## src/rtl/sop_cell_pkg.sv

```systemverilog
// Package: shared mode encoding for the sum-of-products output cell.
// Assumes the mode word is two static bits.
package sop_cell_pkg;
    localparam int MODE_W       = 2;
    localparam int MODE_REG_BIT = 1;   // 1 = registered path
    localparam int MODE_INV_BIT = 0;   // 1 = active-low pin

    typedef enum logic [MODE_W-1:0] {
        MODE_COMB_HI = 2'b00,
        MODE_COMB_LO = 2'b01,
        MODE_REG_HI  = 2'b10,
        MODE_REG_LO  = 2'b11
    } cell_mode_e;
endpackage

```

## src/rtl/sop_term_or.sv

```systemverilog
// Module: ORs NUM_PT product terms into one sum through a ripple chain.
// Assumes the terms are already evaluated and stable before the clock edge.
module sop_term_or #(
    parameter int NUM_PT = 12
) (
    input  logic [NUM_PT-1:0] pt_i,
    output logic              sum_o
);
    logic [NUM_PT-1:0] chain;

    assign chain[0] = pt_i[0];
    for (genvar i = 1; i < NUM_PT; i++) begin : g_or
        assign chain[i] = chain[i-1] | pt_i[i];
    end
    assign sum_o = chain[NUM_PT-1];
endmodule

```

## src/rtl/sop_cell_ff.sv

```systemverilog
// Module: the cell's D flip-flop with its control ladder.
// Priority, highest first: async clear term, sync reset, unlocked preload,
// sync preset, capture of the data input.
// Assumes ar_i is glitch-free, since it acts without the clock.
module sop_cell_ff (
    input  logic clk_i,
    input  logic rst_ni,
    input  logic ar_i,
    input  logic sp_i,
    input  logic pl_en_i,
    input  logic pl_val_i,
    input  logic lock_i,
    input  logic d_i,
    output logic q_o
);
    logic pl_go;

    // Purpose: a preload counts only when the lock is off.
    assign pl_go = pl_en_i & ~lock_i;

    // Purpose: hold state, clear at once on ar_i, otherwise update by priority.
    always_ff @(posedge clk_i or posedge ar_i) begin
        if (ar_i)         q_o <= 1'b0;
        else if (!rst_ni) q_o <= 1'b0;
        else if (pl_go)   q_o <= pl_val_i;
        else if (sp_i)    q_o <= 1'b1;
        else              q_o <= d_i;
    end
endmodule

```

## src/rtl/sop_cell_drive.sv

```systemverilog
// Module: picks the registered or combinatorial value, applies the
// polarity, and forms the feedback bit.
// Assumes the mode bits are static.
module sop_cell_drive
    import sop_cell_pkg::*;
(
    input  logic [MODE_W-1:0] mode_i,
    input  logic              sum_i,
    input  logic              q_i,
    output logic              pin_o,
    output logic              fb_o
);
    logic sel;

    // Purpose: choose the data source, then the polarity, then the feedback source.
    always_comb begin
        sel   = mode_i[MODE_REG_BIT] ? q_i : sum_i;
        pin_o = mode_i[MODE_INV_BIT] ? ~sel : sel;
        fb_o  = mode_i[MODE_REG_BIT] ? q_i : pin_o;
    end
endmodule

```

## src/rtl/sop_out_cell.sv

```systemverilog
// Module: top of one sum-of-products output cell.
// Assumes the product terms, the enable term and the mode come from an
// array outside this block, and that the tri-state buffer sits outside it too.
module sop_out_cell
    import sop_cell_pkg::*;
#(
    parameter int NUM_PT = 12
) (
    input  logic              clk_i,
    input  logic              rst_ni,
    input  logic [NUM_PT-1:0] pt_i,
    input  logic              pt_oe_i,
    input  logic              ar_pt_i,
    input  logic              sp_pt_i,
    input  logic [1:0]        mode_i,
    input  logic              preload_en_i,
    input  logic              preload_val_i,
    input  logic              lock_i,
    output logic              pin_o,
    output logic              pin_oe_o,
    output logic              fb_o
);
    logic sum;
    logic ff_q;

    sop_term_or #(.NUM_PT(NUM_PT)) u_or (
        .pt_i  (pt_i),
        .sum_o (sum)
    );

    sop_cell_ff u_ff (
        .clk_i    (clk_i),
        .rst_ni   (rst_ni),
        .ar_i     (ar_pt_i),
        .sp_i     (sp_pt_i),
        .pl_en_i  (preload_en_i),
        .pl_val_i (preload_val_i),
        .lock_i   (lock_i),
        .d_i      (sum),
        .q_o      (ff_q)
    );

    sop_cell_drive u_drv (
        .mode_i (mode_i),
        .sum_i  (sum),
        .q_i    (ff_q),
        .pin_o  (pin_o),
        .fb_o   (fb_o)
    );

    // Purpose: the enable term goes to the pin buffer unchanged.
    assign pin_oe_o = pt_oe_i;
endmodule

```

## config.mk

```make
export PLATFORM = sky130hd
export DESIGN_NAME = sop_out_cell
export DESIGN_NICKNAME = d
export VERILOG_FILES = /design/src/rtl/sop_cell_pkg.sv /design/src/rtl/sop_term_or.sv /design/src/rtl/sop_cell_ff.sv /design/src/rtl/sop_cell_drive.sv /design/src/rtl/sop_out_cell.sv
export SDC_FILE = /design/constraint.sdc
export NUM_CORES = 1
export LEC_CHECK = 0
export ABC_AREA = 1
export BUFFER_PORTS_ARGS = -buffer_cell sky130_fd_sc_hd__buf_2
export CORE_AREA = 10 10 47 49
export CTS_CLUSTER_DIAMETER = 120
export CTS_CLUSTER_SIZE = 28
export DETAILED_ROUTE_END_ITERATION = 8
export DIE_AREA = 0 0 57 59
export PLACE_DENSITY = 0.47
export SLEW_MARGIN = 20
export SYNTH_ARGS = -nofsm -noshare
export SYNTH_HDL_FRONTEND = slang
export SYNTH_SLANG_ARGS = --single-unit
```

## constraint.sdc

```tcl
create_clock -name clk_i -period 1.1 [get_ports clk_i]
set_input_delay 0.055 -clock clk_i [delete_from_list [all_inputs] [get_ports clk_i]]
set_output_delay 0.055 -clock clk_i [all_outputs]
set_load 0.005 [all_outputs]
```

==> metrics <==
status finished, final reports clean; I/O pins 25; crit path time final 0.967 ns; DIE AREA 0.00336 sq mm; die height 59 microns; vias post-DR around 240; PD cells 387 mW/mm^2; Syn-to-layout area delta 93.4%; Post-Syn Instances 30; DR pass1 iterations 2; fraction of registers with async set or reset after synthesis 100%; layout cells sized above 1 47.2%; Die Wd 57 microns; unrepaired setup endpoints after global routing no; measured slew at the worst slew-check pin 0.161 ns; Synth top area share 22.1%; vias in the first global route 259; Starting DRT DRC Count 1; grt total ovfl 0; DR WL/cell around 9.2 microns; Avg Cell Area, Syn 5.09 sq um; Worst Path Buf+Inv 2; Yosys top cell by area nand2_1; initial antenna violation count 0; Synth Register Bits 1; Slew HR around nine tenths; post-synthesis sequential area ratio between 10% and 20%; Starting Density 10.9%; Synth warnings 0; top cells by area, synth nand2_1 22%, nor2_1 17%, dfrtp_1 16%; Cell Rows 14; worst-path fanout max 2; first-pass GRT wire length between 1000 and 1500 microns; Hold Fails Final Rpt 0; worst hold path class in2out; n_diodes 0; post-DP HPWL ~600 microns; Finished Core Util around a fifth; most frequent cell after synthesis nand2_1; mapped cell area 153 sq um; CP arrival 0.91 ns; Worst EP required 1.04 ns; top flop regs u_ff.q_o (1); Worst setup SP type input pin; Detail Route Antenna Nets 0; CP top delay family simple AND/OR/NAND/NOR gates; crit end category primary output; final layout net count 77; number of port buffers 22; # setup viols final 0; GRT Util Overall under 10%; crit path kind in2out; Worst IR Drop VDD 0.150 mV; Routed WL between 600 and 700 microns; period utilization 87.9%; Yosys cell types 10; top achievable clock speed 1030 MHz; GPL Wtd Cong roughly 0.62; DRC viols 0; Post-synth EDFFs 0; placeable core area 0.00140 sq mm; static leakage 0.184 nW; syn_nets 52; number of vias per cell between 3 and 4; main flop type after synthesis dfrtp_1; Post-synth top cells 9 x nand2_1, 7 x nor2_1, 6 x inv_1; max-slew violations 0; critical-path cell list buf_2 > nor2_1 > nand2_1 > nor2_1 > nand2_1 > nand2_2 > nand3_1 > and2_1 > buf_2; Most flops, register u_ff.q_o; Worst path max stage delay 0.16 ns; Largest register FFs 1; max cap viols 0; slowest CP cell and2_1; HP Start pt_oe_i; largest net degree at the start of global routing 4; CP Launch Point pt_i[7]; setup TNS 0 ns
-- cell families (layout without fill, tap and decap cells) --
family          Yosys count  after routing  share of synthesized area [%]
compound gates            1              1                           5.74
flops                     1              1                           16.4
simple gates             21             21                           58.2
buf+inv                   7             30                           19.7
-- layer usage --
layer / wire [microns] / vias to the layer above / GRT usage (%)
li1: - / 134 / -
met1: 219 / 94 / 3.22
met2: 297 / 14 / 6.98
met3: 116 / 0 / 2.15
met4: 0 / 0 / 0
met5: 0 / - / 0
-- final cells by class --
cell class	count	area, sq um
tap	16	20.0
sequential	1	25.0
fill	177	1110
inverter	6	22.5
timing repair buffer	24	128
multi-input combinational	22	100
-- final timing paths --
| kind | endpoint | slack (ns) | cells after the start |
|---|---|---|---|
| setup / recovery | pin_o | 0.13 | 9 |
| hold / removal | pin_oe_o | 0.11 | 0 |
| max in group asynchronous | u_ff.q_o | 0.56 | 3 |
| min in group asynchronous | u_ff.q_o | 0.44 | 3 |
-- cells in the final DEF, fill, tap and decap left out --
| master | count |
|---|---|
| nor2_2 | 1 |
| nand2_1 | 9 |
| dfrtp_1 | 1 |
| buf_4 | 1 |
| and2_1 | 1 |
| inv_1 | 6 |
| dlygate4sd3_1 | 1 |
| o221ai_1 | 1 |
| nor2_1 | 6 |
| and2_0 | 1 |
| buf_2 | 22 |
| nand2_2 | 1 |
| nand3_1 | 2 |
-- repair_timing --
item                                   CTS  global route
gates resized for setup                  0             1
hold buffers                             1             0
setup endpoints to repair                0             2
endpoints found under the hold margin    1             0
buffers inserted                         0             1
-- power breakdown --
group | internal, W | switching (W)
Clock | 0 | 0
Combinational | 0.0000444 | 0.0000292
Sequential | 0.0000398 | 0.000000775
Total | 0.0000842 | 0.0000300
-- per-stage QoR --
stage	worst slack, ns	power (W)	instances	hold slack (ns)	cell area (sq um)
detailed placement	0.0958	0.000113	67	-0.0999	275
floorplan	0.380	0.0000704	30	-0.216	153
global route	0.000748	0.000127	69	0.110	295
finish	0.133	0.000114	69	0.110	295
CTS	0.0976	0.000115	68	0.110	285
global placement	0.115	0.000111	67	-0.109	275
No activity file was read; power rests on OpenSTA's default activity.
